### src/rtl/phy_reg_pkg.sv
package phy_reg_pkg;

  localparam int STB_N = 4;

  // strobe nibble sits directly above the shared address/data field
  localparam logic [STB_N-1:0] STB_NONE = 4'b0000;
  localparam logic [STB_N-1:0] STB_CAPA = 4'b0001;
  localparam logic [STB_N-1:0] STB_CAPD = 4'b0010;
  localparam logic [STB_N-1:0] STB_WR   = 4'b0100;
  localparam logic [STB_N-1:0] STB_RD   = 4'b1000;

  typedef enum logic [3:0] {
    S_IDLE,
    S_ADDR_SET,
    S_ADDR_CAP,
    S_ADDR_REL,
    S_DATA_SET,
    S_DATA_CAP,
    S_DATA_REL,
    S_WR_STB,
    S_WR_REL,
    S_RD_STB,
    S_RD_REL
  } seq_state_e;

endpackage

### src/rtl/phy_ack_waiter.sv
module phy_ack_waiter #(
  parameter int SAMPLE_GAP  = 50,
  parameter int MAX_SAMPLES = 10
) (
  input  logic clk,
  input  logic rst,
  input  logic arm,
  input  logic want,
  input  logic ack,
  output logic hit,
  output logic expire
);

  localparam int GAP_W = $clog2(SAMPLE_GAP + 1);
  localparam int CNT_W = $clog2(MAX_SAMPLES + 1);

  logic             active;
  logic             want_q;
  logic [GAP_W-1:0] tick;
  logic [CNT_W-1:0] tries;
  logic             due;

  assign due    = active && (tick == '0);
  assign hit    = due && (ack == want_q);
  assign expire = due && (ack != want_q) && (tries == CNT_W'(MAX_SAMPLES - 1));

  always_ff @(posedge clk) begin
    if (rst) begin
      active <= 1'b0;
      want_q <= 1'b0;
      tick   <= '0;
      tries  <= '0;
    end else if (arm) begin
      active <= 1'b1;
      want_q <= want;
      tick   <= '0;
      tries  <= '0;
    end else if (active) begin
      if (hit || expire) begin
        active <= 1'b0;
      end else if (tick == '0) begin
        tick  <= GAP_W'(SAMPLE_GAP - 1);
        tries <= tries + 1'b1;
      end else begin
        tick <= tick - 1'b1;
      end
    end
  end

  // the sample count never exceeds its bound
  assert_tries_bound_R6: assert property (@(posedge clk) disable iff (rst)
    active |-> (tries < CNT_W'(MAX_SAMPLES)));

  // a new wait is never started on top of a running one
  assert_no_rearm_R6: assert property (@(posedge clk) disable iff (rst)
    arm |-> !active);

endmodule

### src/rtl/phy_reg_seq.sv
module phy_reg_seq
  import phy_reg_pkg::*;
#(
  parameter int FIELD_W = 16
) (
  input  logic                        clk,
  input  logic                        rst,
  input  logic                        req_valid,
  input  logic                        req_write,
  input  logic [FIELD_W-1:0]          req_addr,
  input  logic [FIELD_W-1:0]          req_wdata,
  input  logic [FIELD_W-1:0]          stat_data,
  input  logic                        hit,
  input  logic                        expire,
  output logic                        arm,
  output logic                        want,
  output logic [FIELD_W+STB_N-1:0]    ctrl,
  output logic [FIELD_W-1:0]          rdata,
  output logic                        done,
  output logic                        err,
  output logic                        busy
);

  localparam int CTRL_W = FIELD_W + STB_N;

  seq_state_e          state;
  logic [FIELD_W-1:0]  addr_q;
  logic [FIELD_W-1:0]  data_q;
  logic                wr_q;
  logic [CTRL_W-1:0]   ctrl_q;
  logic                arm_q;
  logic                want_q;
  logic [FIELD_W-1:0]  rdata_q;
  logic                done_q;
  logic                err_q;

  always_ff @(posedge clk) begin
    if (rst) begin
      state   <= S_IDLE;
      addr_q  <= '0;
      data_q  <= '0;
      wr_q    <= 1'b0;
      ctrl_q  <= '0;
      arm_q   <= 1'b0;
      want_q  <= 1'b0;
      rdata_q <= '0;
      done_q  <= 1'b0;
      err_q   <= 1'b0;
    end else begin
      arm_q  <= 1'b0;
      done_q <= 1'b0;
      unique case (state)
        S_IDLE: if (req_valid) begin
          addr_q <= req_addr;
          data_q <= req_wdata;
          wr_q   <= req_write;
          err_q  <= 1'b0;
          ctrl_q <= {STB_NONE, req_addr};
          state  <= S_ADDR_SET;
        end
        S_ADDR_SET: begin
          ctrl_q <= {STB_CAPA, addr_q};
          arm_q  <= 1'b1;
          want_q <= 1'b1;
          state  <= S_ADDR_CAP;
        end
        S_ADDR_CAP: if (hit) begin
          ctrl_q <= {STB_NONE, addr_q};
          arm_q  <= 1'b1;
          want_q <= 1'b0;
          state  <= S_ADDR_REL;
        end
        S_ADDR_REL: if (hit) begin
          if (wr_q) begin
            ctrl_q <= {STB_NONE, data_q};
            state  <= S_DATA_SET;
          end else begin
            ctrl_q <= {STB_RD, {FIELD_W{1'b0}}};
            arm_q  <= 1'b1;
            want_q <= 1'b1;
            state  <= S_RD_STB;
          end
        end
        S_DATA_SET: begin
          ctrl_q <= {STB_CAPD, data_q};
          arm_q  <= 1'b1;
          want_q <= 1'b1;
          state  <= S_DATA_CAP;
        end
        S_DATA_CAP: if (hit) begin
          ctrl_q <= {STB_NONE, data_q};
          arm_q  <= 1'b1;
          want_q <= 1'b0;
          state  <= S_DATA_REL;
        end
        S_DATA_REL: if (hit) begin
          ctrl_q <= {STB_WR, {FIELD_W{1'b0}}};
          arm_q  <= 1'b1;
          want_q <= 1'b1;
          state  <= S_WR_STB;
        end
        S_WR_STB: if (hit) begin
          ctrl_q <= {STB_NONE, data_q};
          arm_q  <= 1'b1;
          want_q <= 1'b0;
          state  <= S_WR_REL;
        end
        S_WR_REL: if (hit) begin
          ctrl_q <= '0;
          done_q <= 1'b1;
          state  <= S_IDLE;
        end
        S_RD_STB: if (hit) begin
          rdata_q <= stat_data;
          ctrl_q  <= '0;
          arm_q   <= 1'b1;
          want_q  <= 1'b0;
          state   <= S_RD_REL;
        end
        S_RD_REL: if (hit) begin
          done_q <= 1'b1;
          state  <= S_IDLE;
        end
        default: state <= S_IDLE;
      endcase
      // an exhausted wait overrides whatever step was pending
      if (expire) begin
        ctrl_q <= '0;
        arm_q  <= 1'b0;
        done_q <= 1'b1;
        err_q  <= 1'b1;
        state  <= S_IDLE;
      end
    end
  end

  assign ctrl  = ctrl_q;
  assign arm   = arm_q;
  assign want  = want_q;
  assign rdata = rdata_q;
  assign done  = done_q;
  assign err   = err_q;
  assign busy  = (state != S_IDLE);

  // never more than one strobe at a time
  assert_one_strobe_R1: assert property (@(posedge clk) disable iff (rst)
    $onehot0(ctrl_q[CTRL_W-1 -: STB_N]));

  // an idle master leaves the PHY with an all-zero control word
  assert_idle_ctrl_zero_R7: assert property (@(posedge clk) disable iff (rst)
    (state == S_IDLE) |-> (ctrl_q == '0));

  // a transfer only starts in response to a request
  assert_accept_needs_req_R9: assert property (@(posedge clk) disable iff (rst)
    $rose(busy) |-> $past(req_valid));

  // done is a single-cycle pulse
  assert_done_pulse_R10: assert property (@(posedge clk) disable iff (rst)
    done_q |=> !done_q);

  // the write commit strobe is only raised after the data release wait
  assert_wr_after_data_R4: assert property (@(posedge clk) disable iff (rst)
    $rose(ctrl_q[FIELD_W+2]) |-> $past(state == S_DATA_REL));

endmodule

### src/rtl/phy_reg_master.sv
module phy_reg_master #(
  parameter int FIELD_W     = 16,
  parameter int SAMPLE_GAP  = 50,
  parameter int MAX_SAMPLES = 10
) (
  input  logic                 clk,
  input  logic                 rst,
  input  logic                 req_valid,
  input  logic                 req_write,
  input  logic [FIELD_W-1:0]   req_addr,
  input  logic [FIELD_W-1:0]   req_wdata,
  output logic [FIELD_W-1:0]   rd_data,
  output logic                 done,
  output logic                 err,
  output logic                 busy,
  output logic [FIELD_W+3:0]   phy_ctrl,
  input  logic [FIELD_W:0]     phy_stat
);

  localparam int STAT_W = FIELD_W + 1;

  logic [STAT_W-1:0] stat_q;
  logic              arm, want, hit, expire;

  always_ff @(posedge clk) begin
    if (rst) stat_q <= '0;
    else     stat_q <= phy_stat;
  end

  phy_ack_waiter #(
    .SAMPLE_GAP (SAMPLE_GAP),
    .MAX_SAMPLES(MAX_SAMPLES)
  ) u_wait (
    .clk   (clk),
    .rst   (rst),
    .arm   (arm),
    .want  (want),
    .ack   (stat_q[FIELD_W]),
    .hit   (hit),
    .expire(expire)
  );

  phy_reg_seq #(
    .FIELD_W(FIELD_W)
  ) u_seq (
    .clk      (clk),
    .rst      (rst),
    .req_valid(req_valid),
    .req_write(req_write),
    .req_addr (req_addr),
    .req_wdata(req_wdata),
    .stat_data(stat_q[FIELD_W-1:0]),
    .hit      (hit),
    .expire   (expire),
    .arm      (arm),
    .want     (want),
    .ctrl     (phy_ctrl),
    .rdata    (rd_data),
    .done     (done),
    .err      (err),
    .busy     (busy)
  );

  // busy and done are never high together
  assert_busy_done_excl_R10: assert property (@(posedge clk) disable iff (rst)
    done |-> !busy);

  // a completed wait and a timeout never coincide
  assert_hit_expire_excl_R7: assert property (@(posedge clk) disable iff (rst)
    !(hit && expire));

endmodule

### config.mk
export PLATFORM = sky130hd
export DESIGN_NAME = phy_reg_master
export DESIGN_NICKNAME = d
export VERILOG_FILES = /design/src/rtl/phy_reg_pkg.sv /design/src/rtl/phy_ack_waiter.sv /design/src/rtl/phy_reg_seq.sv /design/src/rtl/phy_reg_master.sv
export SDC_FILE = /design/constraint.sdc
export NUM_CORES = 1
export LEC_CHECK = 0
export BUFFER_PORTS_ARGS = -buffer_cell sky130_fd_sc_hd__buf_2
export CAP_MARGIN = 20
export CORE_ASPECT_RATIO = 0.5
export CORE_MARGIN = 3
export CORE_UTILIZATION = 42
export DETAILED_ROUTE_END_ITERATION = 12
export PLACE_DENSITY_LB_ADDON = 0.12
export SETUP_SLACK_MARGIN = 0.2
export SLEW_MARGIN = 0
export SYNTH_ARGS = -nofsm -noshare
export SYNTH_HDL_FRONTEND = slang
export SYNTH_SLANG_ARGS = --single-unit
### constraint.sdc
create_clock -name clk -period 5.2 [get_ports clk]
set_clock_uncertainty 0.1 [all_clocks]
set_input_delay 1.04 -clock clk [delete_from_list [all_inputs] [get_ports clk]]
set_output_delay 1.04 -clock clk [all_outputs]
set_load 0.02 [all_outputs]
# --- After elaboration in Yosys (flattened, before gate mapping) ---
# Index checks and enable logic that the tools add are counted.
op_classes:
  n_bitwise: 1
  reduce_logical: 28
  eq_ne: 25
  muxes: 36
  add_sub_neg: 2
op_table:
  columns: ["cell", "n"]
  rows:
  - ["20-bit case mux with 8 select lines", 1]
  - ["20-bit two-way mux", 7]
  - ["4-bit case mux with 10 select lines", 1]
  - ["4-bit two-way mux", 9]
  - ["4-bit by 3-bit == test with 1-bit output, second input constant", 4]
  - ["4-bit == test, second input constant", 4]
  - ["2-bit != test, second input constant", 8]
  - ["1-bit two-way mux", 15]
  - ["2-bit OR reduction", 6]
  - ["4-bit by 2-bit == test with 1-bit output, second input constant", 2]
  - ["2-bit by 1-bit != test with 1-bit output, second input constant", 4]
  - ["2-bit AND reduction", 4]
  - ["8-bit AND reduction", 1]
  - ["4-bit nonzero test", 2]
  - ["8-bit nonzero test", 1]
  - ["7-bit AND reduction", 1]
  - ["6-bit logical NOT", 1]
  - ["6-bit two-way mux", 1]
  - ["6-bit by 1-bit subtractor with 6-bit output, second input constant", 1]
  - ["5-bit AND reduction", 1]
  - ["5-bit OR reduction", 1]
  - ["4-bit by 1-bit adder with 4-bit output, second input constant", 1]
  - ["4-bit by 1-bit == test with 1-bit output, second input constant", 1]
  - ["1-bit logical AND", 4]
  - ["10 further kinds", 11]
word_totals:
  wordCells: 107
  inputBits: 53
  output_inout_bits: 39
  regBits: 106

# --- Longest topological paths before layout ---
# Gate-level depths: netlist of run 1.
depth:
  word_depth: 8
  depth_mapped: 8
  depth_no_buf: 6

# --- Hierarchy ---
# Synthesis of run 1 repeated with hierarchy kept, for this count alone.
unflattened:
  cells_unflattened: 503
  hier_area_um2: 4571.9
modules_own_cells:
  columns: ["module", "area_per_inst_um2", "cells_each", "instances", "seq_area_each_um2"]
  rows:
  - ["phy_reg_seq", 3326.9, 380, 1, 1541.5]
  - ["phy_ack_waiter", 769.5, 88, 1, 240.2]
  - ["phy_reg_master", 475.5, 35, 1, 340.3]

# --- Least setup slack after synthesis of run 1 ---
# OpenSTA, ideal clock, no wires.
synth_path:
  path_type: "register to output"
  from: "register u_seq.state[1]"
  to: "output port busy"
  path_stages_with_launch: 3
  slack_ps: 2952
  n_path_buf: 1
  required_ps: 4060
  arrival_time_ps: 1108
  cell_sequence: "dfxtp_1 > buf_2 > or4_1"
synth_between:
  elab_chain_len: 1
synth_rtl:
  columns: ["element", "line", "source"]
  rows:
  - ["start: declaration", "phy_reg_seq.sv:26", "seq_state_e state;"]
  - ["start signal: assignment", "phy_reg_seq.sv:39", "state <= S_IDLE;"]
  - ["start signal: assignment", "phy_reg_seq.sv:59", "state <= S_ADDR_SET;"]
  - ["start signal: assignment", "phy_reg_seq.sv:65", "state <= S_ADDR_CAP;"]
  - ["4-bit nonzero test", "phy_reg_seq.sv:143", "assign busy = (state != S_IDLE);"]
  - ["end: declaration", "phy_reg_master.sv:15", "output logic busy,"]
# No other way between the ends.

# --- Final worst setup path of run 1 ---
layout_path:
  from: "register u_seq.state[2]"
  to: "output port busy"
# Same word-level chain as after synthesis.

==> results of run 1 <==
## worst min-delay path by stage
stage,from,endpoint,slack (ps),cells after the start
after floorplan,stat_q[0],u_seq.rdata[0],330,2
after detailed placement,stat_q[14],u_seq.rdata[14],340,2
after CTS,stat_q[14],u_seq.rdata[14],350,2
final,stat_q[1],u_seq.rdata[1],340,2
after global routing,stat_q[0],u_seq.rdata[0],370,2
after global placement,stat_q[12],u_seq.rdata[12],330,2
## per-layer routing
layer,part of all wire (%),global-route usage (%)
met1,49,26.29
met5,0,0
met2,45,30.50
met4,0.40,4.521
met3,5.9,5.188
## through the flow
step                util, %  hold WS (ps)  setup slack [ps]
floorplan                 -         329.3              2952
global placement      50.20         332.3              2332
detailed placement    50.31         338.2              2314
CTS                   53.13         349.2              2315
global route          53.21         367.0              2239
finish                53.21         344.9              2324
## sequential cells by signal (all words and copies together), names as in the netlist
signal and cells:
u_wait.want_q 1, u_seq.rdata 16, stat_q 17, u_seq.state 4, u_seq.data_q 16, u_seq.done 1
u_wait.active 1, u_seq.arm 1, u_wait.tries 4, u_seq.ctrl 20, u_wait.tick 6, u_seq.wr_q 1
u_seq.err 1, u_seq.addr_q 16, u_seq.want 1
## worst max-delay path: cells and delay by family, from the launching register on
kind | cells | cell delay, ps
and+or+nand+nor | 1 | 670
DFF | 1 | 520
buffers and inverters | 1 | 200
## power groups by stage
stage / registers [mW] / logic, mW / clock network (mW)
CTS: 0.979 / 0.560 / 0.657
global route: 0.993 / 0.618 / 0.700
global placement: 0.997 / 0.552 / 0
floorplan: 1.01 / 0.370 / 0
detailed placement: 0.997 / 0.559 / 0
finish: 0.979 / 0.559 / 0.636
## area by class of cell
| type | count | share of cell area, % |
|---|---|---|
| Tap cell | 135 | 3.222 |
| Multi-Input combinational cell | 365 | 40.67 |
| Clock inverter | 7 | 1.002 |
| Clock buffer | 9 | 4.296 |
| Timing Repair Buffer | 99 | 9.905 |
| Sequential cell | 106 | 40.48 |
| Inverter | 6 | 0.4296 |
## cells in the final DEF, fill, tap and decap left out, types with 4 or more instances in the layout
cell        netlist  layout
and3_1           17      17
a221oi_1         16      16
dfxtp_1         106     106
nor2_1           17      17
clkbuf_16         0       9
clkinvlp_4        0       4
buf_2             8      91
nand3_1          24      24
inv_1             6       6
buf_4             1       7
o21ai_0          21      21
nor2b_1          19      19
ha_1              4       4
a211oi_1         20      19
nand2_1          78      78
a21oi_1          81      81
## logic make-up after synthesis
kind of cell	Yosys count	share of synthesized area, %
AOI/OAI and AO/OA	165	23.44
xor gates and xnor gates	6	1.183
adders and majority gates	5	1.352
buffers and inverters	49	4.479
DFF	106	47.77
muxes	4	0.9296
and+or+nand+nor	185	20.85
==> results.py, run 1 <==
metrics = {
    "status": {
        "status": "finished clean",
    },
    "worst_setup_path": {
        "worst_setup_path_start_kind": "flop",
        "worstPathCellList": "or4_1 > buf_2",
        "crit_path_end": "busy",
        "cp.arrival_ps": 1740,
        "worstSetupPathType": "reg2out",
        "r2r-end": "u_seq.state[1]",
        "critPathMaxStageDelay_ps": 670,
        "worstPathRequired_ps": 4060,
        "startpoint": "u_seq.state[2]",
        "critPathSlowestCell": "or4_1",
        "r2r_slack_ps": 2500,
        "r2r-start": "u_wait.active",
        "r2r_cells": 4,
        "end_kind": "primary output",
        "cp_max_fo": 20,
    },
    "global_routing": {
        "grt_pass1_wl_um": 18400,
        "antenna_found_initial": 0,
        "gr-usage-all-layers_pct": 19.26,
        "grt_max_degree": 43,
        "overflow": 0,
        "grt_pass1_vias": 3663,
    },
    "place": {
        "gp_congestion": 0.8192,
        "placed_area_sq_mm": 0.004957,
        "dp_hpwl_um": 7167,
        "placed_cells": 710,
        "io_buffers": 91,
    },
    "floorplanning": {
        "die_w_um": 151.4,
        "dieHeight_um": 78.72,
        "coreArea_sq_mm": 0.009853,
        "rows": 25,
        "io_pins": 92,
        "start_util_pct": 45.08,
        "dieArea_sq_mm": 0.01192,
    },
    "detailed_routing": {
        "wl_per_cell_um": 15.32,
        "drt_iter0_markers": 197,
        "vias": 3919,
        "route.detailed.drc": 0,
        "first_pass_iters": 4,
        "routed_wl_um": 11140,
        "antenna_left": 0,
        "drt-vias-per-instance": 5.391,
    },
    "logic_synthesis": {
        "avgSynthCellArea_sq_um": 8.542,
        "synthTopCellsByCount": "106 x dfxtp_1, 81 x a21oi_1, 78 x nand2_1, 28 x clkbuf_1, 24 x nand3_1",
        "synth_area_sq_mm": 0.004442,
        "async_flop_share_pct": 0,
        "synth.most_common_cell": "dfxtp_1",
        "synthTopCellsByArea": "dfxtp_1 48%, a21oi_1 9.1%, nand2_1 6.6%",
        "synth_warnings": 0,
        "synth_area_leader_cell": "dfxtp_1",
        "syn_inst": 520,
        "ys_ff_latch": 106,
        "synth_top_area_share_pct": 47.77,
        "seq_area_frac_synth_pct": 47.77,
        "synth_ff_type": "dfxtp_1",
        "synth-edff-count": 0,
        "synth.distinct_cells": 59,
        "syn_nets": 577,
    },
    "cts": {
        "clock-root-buffer": "clkbuf_16",
        "cts_buffers": 9,
        "cts-resized-gates": 0,
        "clk-insertion-delay-late_ps": 340,
        "cts_hold_buf": 0,
        "cts_num_sinks": 106,
        "cts_tree": "done",
        "htreeDepth": 3,
        "post-cts-setup-buffer-count": 0,
        "cts_buffer_depth": 2,
        "clk_pin_slew_worst_paths_ps": 70,
    },
    "sta": {
        "period_share_pct": 55.30,
        "setup_violations": 0,
        "finalHoldViolations": 0,
        "fmax_mhz": 347.7,
        "tightestPinTransition_ps": 1091,
        "grt_setup_unrepaired": "no",
        "fin_crit_ps": 2876,
        "maxSlewViolCount": 0,
        "maxSlewHeadroom_pct": 27.03,
        "fin_setup_tns_ps": 0,
    },
    "cells_and_area": {
        "final_nets": 644,
        "nFillCells": 987,
        "finalInstanceArea_sq_mm": 0.005243,
        "area_delta_synth_final_pct": 18.03,
        "final-seq-area_sq_mm": 0.002122,
        "antennaDiodeCount": 0,
        "multi_input_area_sq_mm": 0.002132,
        "drive_gt1_share_pct": 21.62,
        "stdcell_count": 727,
    },
    "pwr": {
        "internal-power_mw": 1.438,
        "swShare_pct": 33.84,
        "p_total_mw": 2.174,
        "power_density_mw_per_mm2": 414.6,
        "seq_power_share_pct": 45.0,
        "power_leakage_nw": 2.117,
        "p_clk_share_pct": 29.3,
        "switchingPower_mw": 0.7356,
        "share_comb_of_total_power_pct": 25.7,
        "peakVddDrop_uv": 150.9,
    },
    "worst_hold_path": {
        "holdCritPathClass": "reg2reg",
    },
    "job": {
        "drv_cap": 0,
    },
}
Note: power is estimated with default switching activity, not from simulation.
==> run 2, diff against run 1 <==
==> constraint.sdc (replaced) <==
create_clock -name clk -period 2.35 [get_ports clk]
set_clock_uncertainty 0.1 [all_clocks]
set_input_delay 0.47 -clock clk [delete_from_list [all_inputs] [get_ports clk]]
set_output_delay 0.47 -clock clk [all_outputs]
set_load 0.02 [all_outputs]
==> run 2 against run 1 <==
  * Cell area rose by 4.4%
  * Register-to-register slack got worse by 2200 ps
  * Clock power rose by 130%
  * Sequential power rose by 120%
  * First-iteration DRC count rose by 16%
  * Clock-buffer cell count rose by 3
  * Die area did not move
  * Critical endpoint unchanged
  * Largest cell class unchanged
  * Largest power group unchanged
==> results.py, run 2 (synthesized netlist as in run 1, its figures left out) <==
metrics = {
    "status": {
        "status": "finished clean",
    },
    "floorplanning": {
        "dieArea_sq_mm": 0.01192,
        "start_util_pct": 45.08,
        "rows": 25,
        "die_w_um": 151.4,
        "dieHeight_um": 78.72,
        "io_pins": 92,
        "coreArea_sq_mm": 0.009853,
    },
    "sta": {
        "maxSlewHeadroom_pct": 66.20,
        "tightestPinTransition_ps": 507.0,
        "grt_setup_unrepaired": "no",
        "fin_setup_tns_ps": 0,
        "fmax_mhz": 476.5,
        "setup_slack_ps": 251.2,
        "fin_crit_ps": 2099,
        "period_share_pct": 89.31,
        "finalHoldViolations": 0,
        "maxSlewViolCount": 0,
        "setup_violations": 0,
    },
    "cts": {
        "cts_num_sinks": 106,
        "cts_tree": "done",
        "cts_buffer_depth": 2,
        "clk_pin_slew_worst_paths_ps": 70,
        "clock-root-buffer": "clkbuf_16",
        "clk-insertion-delay-late_ps": 340,
        "cts_buffers": 9,
        "htreeDepth": 3,
    },
    "global_routing": {
        "gr-usage-all-layers_pct": 19.00,
        "grt_pass1_wl_um": 18260,
        "grt_pass1_vias": 3680,
        "antenna_found_initial": 0,
        "grt_max_degree": 39,
        "overflow": 0,
    },
    "place": {
        "dp_hpwl_um": 7593,
        "placed_cells": 729,
        "gp_congestion": 0.8299,
        "placed_area_sq_mm": 0.005096,
        "io_buffers": 91,
        "place_ws_ps": 214.1,
    },
    "job": {
        "drv_cap": 0,
    },
    "pwr": {
        "peakVddDrop_uv": 360.4,
        "power_leakage_nw": 2.243,
        "power_density_mw_per_mm2": 909.5,
    },
    "cells_and_area": {
        "largest_reg_flops": 20,
        "finalInstanceArea_sq_mm": 0.005472,
        "antennaDiodeCount": 0,
        "final-seq-area_sq_mm": 0.002128,
        "drive_gt1_share_pct": 26.26,
        "final_common_cell": "dfxtp_1",
        "area_delta_synth_final_pct": 23.18,
        "stdcell_count": 748,
        "final_nets": 665,
        "mostFrequentLayoutCells": "103 x dfxtp_1, 91 x buf_2, 80 x a21oi_1, 78 x nand2_1, 26 x buf_4",
        "nFillCells": 935,
        "multi_input_area_sq_mm": 0.002168,
    },
    "detailed_routing": {
        "routed_wl_um": 11350,
        "antenna_left": 0,
        "drt-vias-per-instance": 5.370,
        "vias": 4017,
        "drt_iter0_markers": 228,
        "route.detailed.drc": 0,
        "wl_per_cell_um": 15.18,
        "first_pass_iters": 5,
    },
    "worst_hold_path": {
        "holdCritPathClass": "in2reg",
    },
    "worst_setup_path": {
        "worst_setup_path_start_kind": "flop",
        "cp.arrival_ps": 1530,
        "end_kind": "primary output",
        "cp_max_fo": 9,
        "worstSetupPathType": "reg2out",
        "worstPathRequired_ps": 1780,
    },
}
## run 2: path summary, 6_finish.rpt
| path | startpoint | depth (start not counted) | to | slack, ps |
|---|---|---|---|---|
| setup / recovery | u_seq.state[1] | 2 | busy | 250 |
| hold reg to reg | stat_q[2] | 2 | u_seq.rdata[2] | 350 |
| setup reg to reg | u_wait.tick[0] | 6 | u_seq.ctrl[19] | 270 |
| hold / removal | phy_stat[1] | 2 | stat_q[1] | 230 |
## run 2: layer usage
layer	GRT usage (%)	share of wire (%)	vias up
met5	0	0	-
met4	4.611	0.50	0
met3	4.333	6.2	5
met2	30.72	46	106
met1	25.90	48	1864
li1	-	-	2042
## run 2: timing repair
| item | 4_1_cts | 5_1_grt |
|---|---|---|
| resized for setup | 2 | 17 |
| setup buffers | 0 | 2 |
| pin swaps | 1 | 8 |
| endpoints found under the hold margin | 0 | 0 |
| gates cloned | 0 | 1 |
| hold buffers | 0 | 0 |
| setup endpoints to repair | 2 | 39 |
## run 2: through the flow
step | hold WS (ps) | utilization [%] | power (mW)
2_1_floorplan | 329.3 | - | 3.062
4_1_cts | 217.7 | 54.78 | 4.986
6_report | 231.3 | 55.53 | 4.976
3_3_place_gp | 331.1 | 51.72 | 3.491
5_1_grt | 226.2 | 55.53 | 5.257
3_5_place_dp | 340.0 | 51.72 | 3.503
## run 2: power by group
| part | switching (mW) | internal, mW |
|---|---|---|
| Combinational | 0.810 | 0.543 |
| Clock | 0.657 | 0.811 |
| Sequential | 0.150 | 2.01 |
| Total | 1.62 | 3.36 |
## run 2: critical path, cell delays in order (launching register included)
cell	delay (ps)
dfxtp_1	410
or4_4	600
buf_2	180
## run 2: layout make-up
class                      instances  area share (%)
clock buffer                      12           4.871
tap                              135           3.087
multi-input combinational        365           39.63
timing repair buffer             120           12.51
inverter                           6          0.4116
clock inverter                     4          0.5946
sequential                       106           38.90
==> run 3, diff against run 2 <==
--- a/config.mk
+++ b/config.mk
@@ -5,6 +5,7 @@
 export SDC_FILE = /design/constraint.sdc
 export NUM_CORES = 1
 export LEC_CHECK = 0
+export ABC_AREA = 1
 export BUFFER_PORTS_ARGS = -buffer_cell sky130_fd_sc_hd__buf_2
 export CAP_MARGIN = 20
 export CORE_ASPECT_RATIO = 0.5
==> run 3 against run 2 <==
  * Area after synthesis grew 2.7%
  * Register-to-register slack gained 110 ps
  * Die area grew 2.6%
  * Setup slack gained 130 ps
  * Sequential power grew 12%
  * Global-route usage shrank 1.8 points
  * Critical path type is now reg2reg
  * Final cell count grew 19%
  * Critical path depth grew 10
==> results.py, run 3 <==
metrics = {
    "status": {
        "status": "finished clean",
    },
    "cells_and_area": {
        "antennaDiodeCount": 0,
        "largest_reg_flops": 20,
        "final-seq-area_sq_mm": 0.002122,
        "mostFrequentLayoutCells": "138 x nand2_1, 106 x dfxtp_1, 95 x nor2_1, 91 x buf_2, 86 x a21oi_1",
        "nFillCells": 1050,
        "multi_input_area_sq_mm": 0.001973,
        "drive_gt1_share_pct": 20.32,
        "area_delta_synth_final_pct": 20.07,
        "final_nets": 800,
        "final_common_cell": "nand2_1",
        "stdcell_count": 888,
        "finalInstanceArea_sq_mm": 0.005479,
    },
    "cts": {
        "clk-insertion-delay-late_ps": 340,
        "clock-root-buffer": "clkbuf_16",
        "cts_hold_buf": 0,
        "cts_buffer_depth": 2,
        "clk_pin_slew_worst_paths_ps": 80,
        "htreeDepth": 3,
        "cts_num_sinks": 106,
        "cts_buffers": 9,
        "cts_tree": "done",
    },
    "logic_synthesis": {
        "ys_ff_latch": 106,
        "syn_inst": 649,
        "seq_area_frac_synth_pct": 46.50,
        "synth_ff_type": "dfxtp_1",
        "synth.most_common_cell": "nand2_1",
        "synth_area_sq_mm": 0.004563,
        "synth-edff-count": 0,
        "syn_nets": 706,
        "async_flop_share_pct": 0,
        "synth.distinct_cells": 28,
        "synth_area_leader_cell": "dfxtp_1",
        "synthTopCellsByCount": "138 x nand2_1, 106 x dfxtp_1, 95 x nor2_1, 86 x a21oi_1, 84 x inv_1",
        "synth_warnings": 0,
        "synth_top_area_share_pct": 46.50,
        "synthTopCellsByArea": "dfxtp_1 47%, nand2_1 11%, a21oi_1 9.4%",
        "avgSynthCellArea_sq_um": 7.031,
    },
    "worst_hold_path": {
        "holdCritPathClass": "in2reg",
        "min_from": "phy_stat[4]",
        "worstHoldPathCells": 3,
        "min_to": "stat_q[4]",
    },
    "floorplanning": {
        "die_w_um": 153.4,
        "io_pins": 92,
        "coreArea_sq_mm": 0.01038,
        "rows": 26,
        "dieArea_sq_mm": 0.01223,
        "dieHeight_um": 79.71,
        "start_util_pct": 43.97,
    },
    "global_routing": {
        "grt_pass1_vias": 3853,
        "use_met2_pct": 29.43,
        "use_met3_pct": 5.143,
        "grt_pass1_wl_um": 17280,
        "overflow": 0,
        "grtUsageMet1_pct": 21.75,
        "antenna_found_initial": 0,
        "gr-usage-all-layers_pct": 17.22,
        "grt-busiest-layer": "met2",
        "grt_max_degree": 36,
    },
    "place": {
        "gp_congestion": 0.9018,
        "placed_area_sq_mm": 0.005146,
        "placed_cells": 867,
        "dp_hpwl_um": 7358,
        "io_buffers": 91,
    },
    "detailed_routing": {
        "drt-vias-per-instance": 4.648,
        "drt_iter0_markers": 196,
        "routed_wl_um": 10400,
        "first_pass_iters": 4,
        "antenna_left": 0,
        "vias": 4127,
        "route.detailed.drc": 0,
        "wl_per_cell_um": 11.71,
    },
    "sta": {
        "grt_setup_unrepaired": "yes",
        "maxSlewViolCount": 0,
        "finalHoldViolations": 0,
        "maxSlewHeadroom_pct": 60.86,
        "fmax_mhz": 508.6,
        "fin_setup_tns_ps": 0,
        "holdWs_ps": 217.9,
        "setup_violations": 0,
        "period_share_pct": 83.67,
        "fin_crit_ps": 1966,
        "tightestPinTransition_ps": 585.7,
    },
    "worst_setup_path": {
        "worstPathRequired_ps": 2490,
        "r2r-end": "u_seq.ctrl[14]",
        "r2r-start": "u_wait.tick[0]",
        "r2r_slack_ps": 380,
        "end_kind": "flop",
        "worst_setup_path_start_kind": "flop",
        "worstSetupPathType": "reg2reg",
        "r2r_cells": 12,
        "cp_max_fo": 10,
        "cp.arrival_ps": 2110,
    },
    "pwr": {
        "power_density_mw_per_mm2": 1264,
        "peakVddDrop_uv": 427.7,
        "power_leakage_nw": 2.622,
    },
    "job": {
        "drv_cap": 0,
    },
}
## run 3: cell count changes in the layout (fill, tap and decap cells not counted), moves of 16 or more
cell / delta
nor2b_1: -19
nor2_1: +78
and3_1: -17
a211oi_1: -18
nand2_1: +60
inv_1: +80
a221oi_1: -16
o21ai_0: +19
## run 3: worst max path at each step
stage,cells after the start,to,start
2_1_floorplan,10,u_seq.ctrl[11],u_seq.state[2]
3_3_place_gp,11,u_seq.ctrl[15],u_wait.tick[0]
3_5_place_dp,11,u_seq.ctrl[17],u_wait.tick[0]
4_1_cts,11,u_seq.ctrl[17],u_wait.tick[0]
5_1_grt,9,u_seq.ctrl[6],u_wait.tick[0]
6_report,12,u_seq.ctrl[14],u_wait.tick[0]
## run 3: power by group
part	switching (mW)	leakage, nW	internal [mW]
clock network	0.672	0.137	0.759
logic	1.95	1.61	1.11
registers	0.226	0.872	2.20
total	2.85	2.62	4.07
## run 3: repair_timing
item	4_1_cts	5_1_grt
setup endpoints to repair	0	17
gates resized for setup	0	1
buffers inserted	0	5
## run 3: cells by family after synthesis
logic type	share of synthesized area, %
AOI/OAI and AO/OA	14.53
xor gates and xnor gates	1.152
adders and majority gates	1.097
buffers and inverters	10.53
DFF	46.50
and+or+nand+nor	26.19
## run 3: layout make-up
| type | instances | share of cell area [%] |
|---|---|---|
| Sequential cell | 106 | 38.73 |
| Multi-Input combinational cell | 429 | 36.01 |
| Timing Repair Buffer | 109 | 10.78 |
| Inverter | 88 | 6.029 |
| Clock buffer | 10 | 4.362 |
| Tap cell | 140 | 3.197 |
| Clock inverter | 6 | 0.8906 |
## run 3: metrics by stage
stage,utilization (%),power [mW],setup slack (ps)
finish,52.80,6.923,383.6
global route,52.80,7.574,187.4
CTS,52.36,6.877,261.7
detailed placement,49.59,5.429,292.8
global placement,49.59,5.395,382.2
floorplan,-,4.757,597.1
## run 3: routing by layer
metal | wire length, um | share of wire [%]
met1 | 5090 | 49
met4 | 85 | 0.82
met5 | 0 | 0
met3 | 531 | 5.1
met2 | 4692 | 45
## run 3: worst max-delay path: stages (launching register included)
cell     delay (ps)
dfxtp_1         320
inv_1           110
ha_1            180
nand2_1          50
nor2_1          110
nand3_2         210
nand2_1         140
nand2_1          90
nor2_4          230
buf_4           180
nand2_1          50
nand2_1          60
nor2_1           40
